File: src/rtl/rdw_pkg.sv
package rdw_pkg;

    localparam int STAT_WORDS = 5;
    localparam int OFS_LINK   = 5;
    localparam int OFS_INUSE  = 6;
    localparam int DESC_WORDS = 7;

    typedef enum logic [2:0] {
        WK_IDLE,
        WK_RECHK,
        WK_STAT,
        WK_LINK,
        WK_INUSE
    } walk_state_e;

    typedef struct packed {
        logic go;
        logic refuse;
    } start_res_t;

    function automatic logic is_mem_state(input walk_state_e s);
        return (s == WK_RECHK) || (s == WK_STAT) || (s == WK_LINK) || (s == WK_INUSE);
    endfunction

    function automatic logic is_write_state(input walk_state_e s);
        return (s == WK_STAT) || (s == WK_INUSE);
    endfunction

endpackage

File: src/rtl/rdw_stat_bank.sv
module rdw_stat_bank #(
    parameter int DW = 32,
    parameter int N  = 5,
    localparam int SW = (N > 1) ? $clog2(N) : 1
) (
    input  logic            clk,
    input  logic            rst,
    input  logic            cap_i,
    input  logic [N*DW-1:0] words_i,
    input  logic [SW-1:0]   sel_i,
    output logic [DW-1:0]   word_o
);

    logic [DW-1:0] held [N];

    for (genvar g = 0; g < N; g++) begin : g_word
        always_ff @(posedge clk) begin
            if (rst)
                held[g] <= '0;
            else if (cap_i)
                held[g] <= words_i[g*DW +: DW];
        end
    end

    always_comb begin
        word_o = '0;
        for (int k = 0; k < N; k++)
            if (sel_i == SW'(k))
                word_o = held[k];
    end

endmodule

File: src/rtl/rdw_ptr.sv
module rdw_ptr
    import rdw_pkg::*;
#(
    parameter int AW = 32,
    parameter int DW = 32,
    parameter logic [AW-1:0] HEAD = '0
) (
    input  logic          clk,
    input  logic          rst,
    input  logic          adv_i,
    input  logic          mark_end_i,
    input  logic          clr_i,
    input  logic [DW-1:0] link_i,
    output logic [AW-1:0] cur_o,
    output logic [AW-1:0] link_addr_o,
    output logic          eol_o,
    output logic          exh_o
);

    logic [AW-1:0] cur_q;
    logic [AW-1:0] lnk_q;
    logic          eol_q;
    logic          exh_q;
    logic [AW-1:0] next_base;

    assign next_base = {link_i[AW-1:1], 1'b0};

    always_ff @(posedge clk) begin
        if (rst) begin
            cur_q <= HEAD;
            lnk_q <= HEAD + AW'(OFS_LINK);
            eol_q <= 1'b0;
            exh_q <= 1'b0;
        end else begin
            if (adv_i) begin
                cur_q <= next_base;
                eol_q <= 1'b0;
            end
            if (mark_end_i) begin
                eol_q <= 1'b1;
                lnk_q <= cur_q + AW'(OFS_LINK);
                exh_q <= 1'b1;
            end else if (clr_i) begin
                exh_q <= 1'b0;
            end
        end
    end

    assign cur_o       = cur_q;
    assign link_addr_o = lnk_q;
    assign eol_o       = eol_q;
    assign exh_o       = exh_q;

endmodule

File: src/rtl/rdw_seq.sv
module rdw_seq
    import rdw_pkg::*;
#(
    parameter int AW = 32,
    localparam int SW = $clog2(STAT_WORDS)
) (
    input  logic          clk,
    input  logic          rst,
    input  logic          start_i,
    input  logic          accept_i,
    input  logic          exh_i,
    input  logic          eol_i,
    input  logic [AW-1:0] cur_i,
    input  logic [AW-1:0] link_addr_i,
    input  logic          ack_i,
    input  logic          rd_eol_i,
    output logic [SW-1:0] idx_o,
    output logic          cap_o,
    output logic          adv_o,
    output logic          mark_end_o,
    output logic          busy_o,
    output logic          grant_o,
    output logic          refuse_o,
    output logic          req_o,
    output logic          we_o,
    output logic          zero_o,
    output logic [AW-1:0] addr_o
);

    walk_state_e state_q;
    logic [SW-1:0] idx_q;
    logic          pend_q;
    start_res_t    res_q;
    start_res_t    res_d;

    assign cap_o      = (state_q == WK_IDLE) && !start_i && accept_i && pend_q;
    assign adv_o      = ack_i && !rd_eol_i && ((state_q == WK_RECHK) || (state_q == WK_LINK));
    assign mark_end_o = ack_i && rd_eol_i && (state_q == WK_LINK);

    always_comb begin
        res_d = '0;
        if (state_q == WK_IDLE && start_i) begin
            if (exh_i)
                res_d.refuse = 1'b1;
            else if (!eol_i)
                res_d.go = 1'b1;
        end else if (state_q == WK_RECHK && ack_i) begin
            res_d.go     = !rd_eol_i;
            res_d.refuse = rd_eol_i;
        end
    end

    always_ff @(posedge clk) begin
        if (rst) begin
            state_q <= WK_IDLE;
            idx_q   <= '0;
            pend_q  <= 1'b0;
            res_q   <= '0;
        end else begin
            res_q <= res_d;
            if (res_d.go)
                pend_q <= 1'b1;
            case (state_q)
                WK_IDLE: begin
                    if (start_i) begin
                        if (!exh_i && eol_i)
                            state_q <= WK_RECHK;
                    end else if (cap_o) begin
                        pend_q  <= 1'b0;
                        idx_q   <= '0;
                        state_q <= WK_STAT;
                    end
                end
                WK_RECHK: begin
                    if (ack_i)
                        state_q <= WK_IDLE;
                end
                WK_STAT: begin
                    if (ack_i) begin
                        if (idx_q == SW'(STAT_WORDS - 1))
                            state_q <= WK_LINK;
                        else
                            idx_q <= idx_q + 1'b1;
                    end
                end
                WK_LINK: begin
                    if (ack_i)
                        state_q <= rd_eol_i ? WK_IDLE : WK_INUSE;
                end
                WK_INUSE: begin
                    if (ack_i)
                        state_q <= WK_IDLE;
                end
                default: state_q <= WK_IDLE;
            endcase
        end
    end

    always_comb begin
        case (state_q)
            WK_RECHK: addr_o = link_addr_i;
            WK_STAT:  addr_o = cur_i + AW'(idx_q);
            WK_LINK:  addr_o = cur_i + AW'(OFS_LINK);
            WK_INUSE: addr_o = cur_i + AW'(OFS_INUSE);
            default:  addr_o = cur_i;
        endcase
    end

    assign req_o    = is_mem_state(state_q);
    assign we_o     = is_write_state(state_q);
    assign zero_o   = (state_q == WK_INUSE);
    assign busy_o   = (state_q == WK_STAT) || (state_q == WK_LINK) || (state_q == WK_INUSE);
    assign grant_o  = res_q.go;
    assign refuse_o = res_q.refuse;
    assign idx_o    = idx_q;

endmodule

File: src/rtl/rx_desc_walker.sv
module rx_desc_walker
    import rdw_pkg::*;
#(
    parameter int AW = 32,
    parameter int DW = 32,
    parameter logic [AW-1:0] HEAD = '0,
    localparam int SW = $clog2(STAT_WORDS)
) (
    input  logic                     clk,
    input  logic                     rst,
    input  logic                     rx_start_i,
    input  logic                     rx_accept_i,
    input  logic [STAT_WORDS*DW-1:0] rx_status_i,
    input  logic                     irq_clear_i,
    output logic                     rx_grant_o,
    output logic                     rx_refuse_o,
    output logic                     busy_o,
    output logic                     exhausted_o,
    output logic                     mem_req_o,
    output logic                     mem_we_o,
    output logic [AW-1:0]            mem_addr_o,
    output logic [DW-1:0]            mem_wdata_o,
    input  logic [DW-1:0]            mem_rdata_i,
    input  logic                     mem_ack_i
);

    logic [SW-1:0] idx;
    logic          cap;
    logic          adv;
    logic          mark_end;
    logic          zero_wr;
    logic [AW-1:0] cur;
    logic [AW-1:0] link_addr;
    logic          eol;
    logic          exh;
    logic [DW-1:0] stat_word;

    rdw_stat_bank #(.DW(DW), .N(STAT_WORDS)) u_bank (
        .clk     (clk),
        .rst     (rst),
        .cap_i   (cap),
        .words_i (rx_status_i),
        .sel_i   (idx),
        .word_o  (stat_word)
    );

    rdw_ptr #(.AW(AW), .DW(DW), .HEAD(HEAD)) u_ptr (
        .clk         (clk),
        .rst         (rst),
        .adv_i       (adv),
        .mark_end_i  (mark_end),
        .clr_i       (irq_clear_i),
        .link_i      (mem_rdata_i),
        .cur_o       (cur),
        .link_addr_o (link_addr),
        .eol_o       (eol),
        .exh_o       (exh)
    );

    rdw_seq #(.AW(AW)) u_seq (
        .clk         (clk),
        .rst         (rst),
        .start_i     (rx_start_i),
        .accept_i    (rx_accept_i),
        .exh_i       (exh),
        .eol_i       (eol),
        .cur_i       (cur),
        .link_addr_i (link_addr),
        .ack_i       (mem_ack_i),
        .rd_eol_i    (mem_rdata_i[0]),
        .idx_o       (idx),
        .cap_o       (cap),
        .adv_o       (adv),
        .mark_end_o  (mark_end),
        .busy_o      (busy_o),
        .grant_o     (rx_grant_o),
        .refuse_o    (rx_refuse_o),
        .req_o       (mem_req_o),
        .we_o        (mem_we_o),
        .zero_o      (zero_wr),
        .addr_o      (mem_addr_o)
    );

    assign mem_wdata_o = zero_wr ? '0 : stat_word;
    assign exhausted_o = exh;

endmodule

File: config.mk
export PLATFORM = sky130hd
export DESIGN_NAME = rx_desc_walker
export DESIGN_NICKNAME = d
export VERILOG_FILES = /design/src/rtl/rdw_pkg.sv /design/src/rtl/rdw_stat_bank.sv /design/src/rtl/rdw_ptr.sv /design/src/rtl/rdw_seq.sv /design/src/rtl/rx_desc_walker.sv
export SDC_FILE = /design/constraint.sdc
export NUM_CORES = 1
export LEC_CHECK = 0
export BUFFER_PORTS_ARGS = -buffer_cell sky130_fd_sc_hd__buf_2
export CORE_ASPECT_RATIO = 1.1
export CORE_MARGIN = 4
export CORE_UTILIZATION = 56
export DETAILED_ROUTE_END_ITERATION = 8
export PLACE_DENSITY = 0.86
export SLEW_MARGIN = 0
export SYNTH_ARGS = -nofsm -noshare
export SYNTH_HDL_FRONTEND = slang
export SYNTH_HIERARCHICAL = 1
export SYNTH_SLANG_ARGS = --single-unit
File: constraint.sdc
create_clock -name clk -period 4.9 [get_ports clk]
set_input_delay 0.245 -clock clk [delete_from_list [all_inputs] [get_ports clk]]
set_output_delay 0.245 -clock clk [all_outputs]
set_load 0.02 [all_outputs]
# After elaboration in Yosys (flattened, before gate mapping)
# Memories as Yosys holds them, arrays and structs flattened.
# Cells that the tools add are included.
totals:
  elab_cells: 108
  output_inout_bits: 70
  n_memories: 1
  regBits: 74
  ram_bits: 160
  in_bits: 198
classes:
  reduce_logical: 28
  mux: 44
  n_eq_ne: 17
  bitwise: 5
  add_sub_neg: 4
mem_list:
  columns: ["name", "words", "word_bits", "rd", "rd_clocked_by_memory_dff", "write_ports", "line", "text"]
  rows:
  - ["u_bank.held", 5, 32, 5, 0, 5, "rdw_stat_bank.sv:14", "logic [DW-1:0] held [N];"]
op_table:
  columns: ["op", "n"]
  rows:
  - ["32-bit 2-to-1 mux", 11]
  - ["32-bit one-hot mux with 4 select lines", 1]
  - ["32-bit by 3-bit adder with 32-bit output, second input constant", 2]
  - ["3-bit 2-to-1 mux", 12]
  - ["32-bit by 3-bit adder with 32-bit output", 1]
  - ["1-bit 2-to-1 mux", 16]
  - ["3-bit by 2-bit equality test with 1-bit output, second input constant", 4]
  - ["2-bit != test, second input constant", 6]
  - ["3-bit one-hot mux with 4 select lines", 1]
  - ["1-bit logical AND", 10]
  - ["1-bit logical OR", 7]
  - ["3-bit by 1-bit equality test with 1-bit output, second input constant", 2]
  - ["3-bit equality test, second input constant", 2]
  - ["3-bit logical NOT", 2]
  - ["3-bit != test, second input constant", 2]
  - ["3-bit one-hot mux with 2 select lines", 1]
  - ["6-bit AND reduction", 1]
  - ["2-bit nonzero test", 3]
  - ["1-bit OR", 5]
  - ["5-bit AND reduction", 1]
  - ["2-bit 2-to-1 mux", 2]
  - ["3-bit by 1-bit adder with 3-bit output, second input constant", 1]
  - ["1-bit logical NOT", 3]
  - ["2-bit by 1-bit != test with 1-bit output, second input constant", 1]
  - ["2-bit OR reduction", 1]

# Depth between registers and ports, before layout
# Gate-level depths: netlist of the first run.
depth:
  word_depth: 8
  ltp_mapped: 13

# Hierarchy
# The synthesis of the first run kept the hierarchy.
by_module_without_submodules:
  columns: ["module", "seq_area_each_um2", "cells_per_inst", "instances", "area_per_inst_um2"]
  rows:
  - ["rdw_stat_bank", 4804.6, 527, 1, 7153.1]
  - ["rdw_ptr", 1281.2, 312, 1, 2904.0]
  - ["rdw_seq", 180.2, 420, 1, 2708.8]
  - ["rx_desc_walker", 0.0, 35, 1, 222.7]

# Worst setup path after synthesis of the first run
# OpenSTA, ideal clock, no wires.
synth_timing:
  kind: "register to register"
  start: "register u_seq.state_q[0]"
  end: "memory u_bank.held[0][0] (enable)"
  path_buffers: 2
  path_stages_with_launch: 6
  period_less_slack_ps: 3641
  t_arrival_ps: 3189
  slack_ps: 1259
  path_cell_list: "dfxtp_1 buf_6 or2_2 clkbuf_1 nor4_2 or2_2"
synth_rtl:
  columns: ["element", "line", "text"]
  rows:
  - ["start: declaration", "rdw_seq.sv:30", "walk_state_e state_q;"]
  - ["start signal: assignment", "rdw_seq.sv:88", "state_q <= rd_eol_i ? WK_IDLE : WK_INUSE;"]
  - ["end: declaration", "rdw_stat_bank.sv:14", null]

# Worst setup path after layout of the first run
layout_timing:
  start: "register u_ptr.cur_q[4], in the netlist u_ptr/cur_o[4]"
  end: "output mem_addr_o[30]"
layout_via:
  elab_chain_len: 2
  word_cells_on_any_way: 4
layout_rtl:
  columns: ["element", "line", "text"]
  rows:
  - ["start: declaration", "rdw_ptr.sv:20", "logic [AW-1:0] cur_q;"]
  - ["start signal: assignment", "rdw_ptr.sv:36", "cur_q <= next_base;"]
  - ["32-bit by 3-bit adder with 32-bit output (on tied branches)", "rdw_seq.sv:104, rdw_seq.sv:102, rdw_seq.sv:103", null]
  - ["32-bit one-hot mux with 4 select lines (*)", "rdw_seq.sv:100", "case (state_q)"]
  - ["end: declaration", "rx_desc_walker.sv:21", "output logic [AW-1:0] mem_addr_o,"]
# Mark *: on every way between the ends. The rest lies on a longest branch, timed or not.

==> impl_metrics.json, run 1 <==
{
  "outcome": "complete, no violations",
  "slew_violations": 0,
  "crit_fanout": 16,
  "cts_tree": "yes",
  "r2r_start": "u_seq/state_q[0]",
  "synthesis.area_um2": 13000,
  "place_congestion": 0.931,
  "drt_iter0_drc": 1534,
  "io_buffers": 267,
  "syn_avg_cell_area_um2": 10.0,
  "cp-startpoint": "u_ptr/cur_o[4]",
  "synth_top_cell_by_area": "edfxtp_1",
  "floorplan.die.width_um": 153,
  "max_freq_ghz": 0.247,
  "irDropWorstVdd_v": 0.000357,
  "cts_max_path_buffers": 3,
  "skew_ps": 16.5,
  "die_area_um2": 25700,
  "arrival_ps": 3800,
  "first_global_vias": 12584,
  "relSlewSlack_pct": 8.66,
  "tightest_slew_ps": 1360,
  "min-delay-start": "rx_status_i[74]",
  "p_per_area_nw_per_um2": 309,
  "cts_sinks": 233,
  "cts.clk_slew.worst_paths_ps": 80,
  "worstPathRequired_ps": 4660,
  "die_y_um": 168,
  "wire_per_inst_um": 22.8,
  "grt_usage_pct": 33.6,
  "synthArstFlopShare_pct": 0,
  "hpwl_um": 25800,
  "drive_above_1_share_pct": 23.3,
  "cts_root_buf": "clkbuf_16",
  "hold_path.class": "in2reg",
  "core_area_um2": 22900,
  "synthFlopType": "edfxtp_1",
  "synth_edf_count": 160,
  "routed_wirelength_um": 45000,
  "htree_levels": 1,
  "yosysWarnings": 6,
  "netlist_top_cells_area": "edfxtp_1, dfxtp_1, and2_1",
  "p_leak_uw": 0.00640,
  "critPathCaptureType": "primary output",
  "viasPerCell": 6.32,
  "utilization_pct": 72.4,
  "cts_inserted_buffers": 25,
  "overflow": 0,
  "grt_setup_unrepaired": "no",
  "nets": 1850,
  "synth_common_cells": "and2_1, edfxtp_1, nor2_1, nand2_1, dfxtp_1",
  "synth_top_area_share_pct": 37.0,
  "crit_path_start_kind": "flop",
  "setup_viol": 0,
  "hold_viol_final": 0,
  "grt_pass1_wl_um": 69600,
  "route.detailed.drc": 0,
  "crit_type": "reg2out",
  "fin_crit_ps": 4040,
  "num_rows": 58,
  "worstSkewPairLatency_ps": 550,
  "synth_cells": 1294,
  "maxCapViolCount": 0,
  "start_util_pct": 56.8,
  "area_growth_pct": 27.4,
  "pin_count": 268,
  "synth_seq_cells": 233,
  "first_pass_iters": 5,
  "fin_crit_sh_pct": 82.5,
  "finalSetupTns_ps": 0,
  "synth.most_common_cell": "and2_1",
  "cts-resized-gates": 0,
  "nFillCells": 1539,
  "timing.hold.ws_ps": 2.54,
  "postRouteAntennaNets": 0,
  "ys_types": 82,
  "antenna_found_initial": 4,
  "vias": 12431,
  "syn_nets": 1500,
  "grt_max_degree": 75,
  "ys_seq_area_share_pct": 48.2
}
==> routing by layer <==
metal,wire [µm],part of all wire [%],GRT usage [%]
met1,15700,35,39.8
met2,22000,49,57.1
met3,4550,10,7.60
met4,2730,6.1,17.6
met5,0,0,0
==> cell usage in the layout, fill, tap and decap left out, types with 9 or more instances in the layout <==
cell type | synthesis | layout
nand3_1 | 21 | 21
a32oi_1 | 32 | 32
a311oi_1 | 18 | 18
nor3_1 | 20 | 20
o31ai_1 | 14 | 14
nand2b_1 | 9 | 9
dlygate4sd3_1 | 0 | 138
o211ai_1 | 15 | 15
or4_1 | 14 | 14
o21ai_0 | 24 | 24
buf_4 | 7 | 25
dfxtp_1 | 73 | 72
and2_1 | 162 | 162
a31oi_1 | 36 | 36
inv_1 | 35 | 35
xnor2_1 | 22 | 22
a211oi_1 | 17 | 17
a21oi_1 | 28 | 28
xor2_1 | 10 | 10
mux2i_1 | 39 | 39
nand4_1 | 24 | 24
nand2_1 | 75 | 75
nor2_1 | 132 | 130
buf_2 | 22 | 267
nor2b_1 | 39 | 38
edfxtp_1 | 160 | 160
clkbuf_16 | 0 | 25
nor4_1 | 14 | 14
mux2_2 | 31 | 31
==> logic make-up after synthesis <==
family / share of synthesized area [%]
adder cells (fa/ha/maj): 0.828
AO/OA/AOI/OAI: 14.2
buffers and inverters: 5.32
other: 0.0578
multiplexers: 6.04
flip-flops: 48.2
AND/OR/NAND/NOR: 23.2
XOR/XNOR: 2.16
==> cell type report <==
class / count / area, µm² / share of cell area [%]
diodes: 5 / 12.5 / 0.0756
clock buffers: 29 / 641 / 3.87
clock inverters: 17 / 148 / 0.892
inverters: 35 / 131 / 0.794
multi-input cells: 918 / 6050 / 36.6
flip-flops and latches: 233 / 6270 / 37.9
well taps: 300 / 375 / 2.27
repair buffers: 431 / 2930 / 17.7
==> power breakdown <==
part | internal [µW] | switching (µW)
Sequential | 2220 | 76.5
Combinational | 385 | 565
Clock | 1050 | 820
==> final timing paths <==
kind | endpoint | slack (ps) | depth (start not counted)
worst max-delay path | mem_addr_o[30] | 860 | 6
worst min register to register | u_ptr/link_addr_o[16] | 490 | 2
worst max register to register | u_bank/held[4][10] | 1560 | 6
worst min-delay path | u_bank/held[2][10] | 3 | 2
==> critical path, cell delays in order, from the launching register on <==
cell	delay (ps)
dfxtp_1	730
o2111ai_1	530
nor4_1	1240
a311oi_1	220
a41oi_1	220
o211ai_1	130
buf_2	180
==> registers in the layout (all words and copies together), names as in the netlist <==
signal / count
u_ptr/cur_o: 31
u_ptr/eol_o: 1
u_seq/idx_o: 3
u_ptr/exh_o: 1
u_seq/state_q: 3
u_seq/pend_q: 1
u_ptr/link_addr_o: 31
u_seq/refuse_o: 1
u_seq/grant_o: 1
u_bank/held: 160
==> timing repair <==
item / 4_1_cts / 5_1_grt
endpoints found under the hold margin: 138 / 0
setup buffers: 0 / 0
hold buffers: 138 / 0
==> stage by stage <==
step	total power [µW]	area (µm²)	worst slack (ps)	instances
2_1_floorplan	2830	13000	1260	1294
3_3_place_gp	3130	14400	1590	1779
3_5_place_dp	3150	14400	1550	1779
4_1_cts	5050	16500	988	1963
5_1_grt	5270	16600	643	1968
6_report	5120	16600	860	1968
(Power assumes the default switching activity.)
==> inputs of run 2 (changes only) <==
- ABC_AREA: unset -> 1
- CORE_UTILIZATION: 56 -> 57
- PLACE_DENSITY: 0.86 -> 0.87
- clock period: 4.9 -> 4.2 ns (I/O delays scaled with it)
==> run 2 against run 1 <==
Synthesized cell count rose by 51%. Largest power group unchanged. Sequential cell count did not move. Critical path type unchanged. Setup slack got worse by 100 ps.
==> impl_metrics.json, run 2 <==
{
  "arrival_ps": 3230,
  "floorplan.die.width_um": 157,
  "synth_seq_cells": 233,
  "outcome": "complete, no violations",
  "start_util_pct": 58.4,
  "place_congestion": 0.932,
  "tightest_slew_ps": 1030,
  "diodes": 0,
  "htree_levels": 1,
  "syn_avg_cell_area_um2": 7.14,
  "slowest_delay_ps": 570,
  "wire_per_inst_um": 16.7,
  "synth_top_cell_by_area": "edfxtp_1",
  "routed_wirelength_um": 42200,
  "num_rows": 59,
  "final_cell_mix": "nor2_1, nand2_1, inv_1",
  "setup_viol": 0,
  "synth_common_cells": "nor2_1, nand2_1, inv_1, nand3_1, edfxtp_1",
  "worstPathCellList": "nor2_2 > nand2_2 > inv_1 > nor2_1 > inv_1 > fa_1 > inv_1 > nand3_1 > nand2_1 > nand2_1 > nor2_1 > nand3_1 > nand3_1 > nand4_1 > buf_2",
  "crit_fanout": 7,
  "synth_top_area_share_pct": 34.5,
  "largest_reg_flops": 160,
  "die_y_um": 172,
  "cts_max_path_buffers": 3,
  "hold_viol_final": 0,
  "grt_setup_unrepaired": "no",
  "first_pass_iters": 8,
  "p_per_area_nw_per_um2": 451,
  "postRouteAntennaNets": 0,
  "antenna_found_initial": 1,
  "vias": 13709,
  "synth_cells": 1951,
  "maxCapViolCount": 0,
  "slew_violations": 0,
  "cts_inserted_buffers": 22,
  "fin_crit_ps": 3440,
  "cts_tree": "yes",
  "crit_type": "reg2out",
  "ys_types": 43,
  "overflow": 0,
  "cts_sinks": 233,
  "io_buffers": 267,
  "finalSetupTns_ps": 0,
  "first_global_vias": 13381,
  "synthFlopType": "edfxtp_1",
  "grt_pass1_wl_um": 65500,
  "timing.hold.ws_ps": 10.5,
  "fin_crit_sh_pct": 82.0,
  "yosysWarnings": 6,
  "r2r_setup_slack_ps": 1460,
  "pin_count": 268,
  "cp_slowest_cell": "dfxtp_1",
  "layout_commonest_cell": "nor2_1",
  "critPathCaptureType": "primary output",
  "cts.clk_slew.worst_paths_ps": 70,
  "netlist_top_cells_area": "edfxtp_1, nor2_1, nand2_1",
  "synthArstFlopShare_pct": 0,
  "drive_above_1_share_pct": 17.8,
  "die_area_um2": 27000,
  "synthesis.area_um2": 13900,
  "grt_max_degree": 67,
  "synth_edf_count": 160,
  "skew_ps": 18.9,
  "route.detailed.drc": 0,
  "hold_path.class": "in2reg",
  "viasPerCell": 5.43,
  "grt_usage_pct": 30.4,
  "core_area_um2": 23800,
  "post_cts_buffers": 0,
  "drt_iter0_drc": 1601,
  "cts_root_buf": "clkbuf_16",
  "max_freq_ghz": 0.290,
  "hpwl_um": 30100,
  "worstPathRequired_ps": 3990,
  "p_leak_uw": 0.00795,
  "syn_nets": 2157,
  "relSlewSlack_pct": 31.0,
  "crit_path_start_kind": "flop",
  "irDropWorstVdd_v": 0.000466,
  "area_growth_pct": 17.7,
  "synth.most_common_cell": "nor2_1",
  "nets": 2411,
  "ys_seq_area_share_pct": 45.0,
  "worstSkewPairLatency_ps": 510,
  "largest_register": "u_bank/held"
}
## run 2: cell types whose count changed after synthesis, sizes merged, moves of 24 or more
cell / delta
mux2: -31
a31oi: -36
nand3: +155
o21ai: +54
nand2: +352
clkbuf: -36
nor2b: -39
and2: -160
a32oi: -31
nor2: +310
mux2i: -39
a21oi: +24
nand4: +33
inv: +326
## run 2: area by class of cell
class                           instances  area, µm²
Fill cell                            1906       7460
Sequential cell                       233       6270
Inverter                              363       1370
Multi-Input combinational cell       1277       5910
Clock buffer                           26        587
Tap cell                              305        382
Clock inverter                         13        148
Timing Repair Buffer                  308       1720
## run 2: cells by family after synthesis
group | after synthesis | share of synthesized area (%)
xor gates and xnor gates | 11 | 0.692
adders and majority gates | 8 | 0.773
and+or+nand+nor | 1115 | 35.3
buffers and inverters | 441 | 12.7
other | 2 | 0.0539
AOI/OAI and AO/OA | 141 | 5.45
DFF | 233 | 45.0
## run 2: metal layers
metal / global-route usage [%] / routed length, µm
met5: 0 / 0
met2: 55.3 / 21200
met1: 35.5 / 15500
met4: 14.7 / 2040
met3: 3.80 / 3480
## run 2: per-stage QoR
stage	cells	setup WS (ps)	util [%]	area (µm²)	power, µW
floorplan	1951	906	-	13900	4570
global placement	2460	1450	64.5	15400	5270
detailed placement	2460	1330	64.5	15400	5330
CTS	2525	761	68.7	16400	7380
global route	2525	559	68.7	16400	7750
finish	2525	756	68.7	16400	7390
## run 2: worst paths after layout
kind	end	startpoint	depth (start not counted)
worst min register to register	u_seq/pend_q	u_seq/pend_q	2
worst max register to register	u_bank/held[3][27]	u_seq/state_q[1]	7
worst min-delay path	u_bank/held[4][5]	rx_status_i[133]	3
worst max-delay path	mem_addr_o[30]	u_seq/state_q[2]	15
## run 2: power breakdown
part	switching, µW	internal (µW)
logic	1740	731
registers	194	2690
clock network	845	1190
total	2780	4610
## run 2: critical path: cells and delay by family, from the launching register on
family	cells	cell delay, ps
adders and majority gates	1	390
buffers and inverters	4	410
DFF	1	570
and+or+nand+nor	10	1360
## run 2: repair_timing
item,4_1_cts,5_1_grt
endpoints found under the setup margin,0,0
endpoints found under the hold margin,26,0
hold buffers,26,0
gates resized for setup,0,0
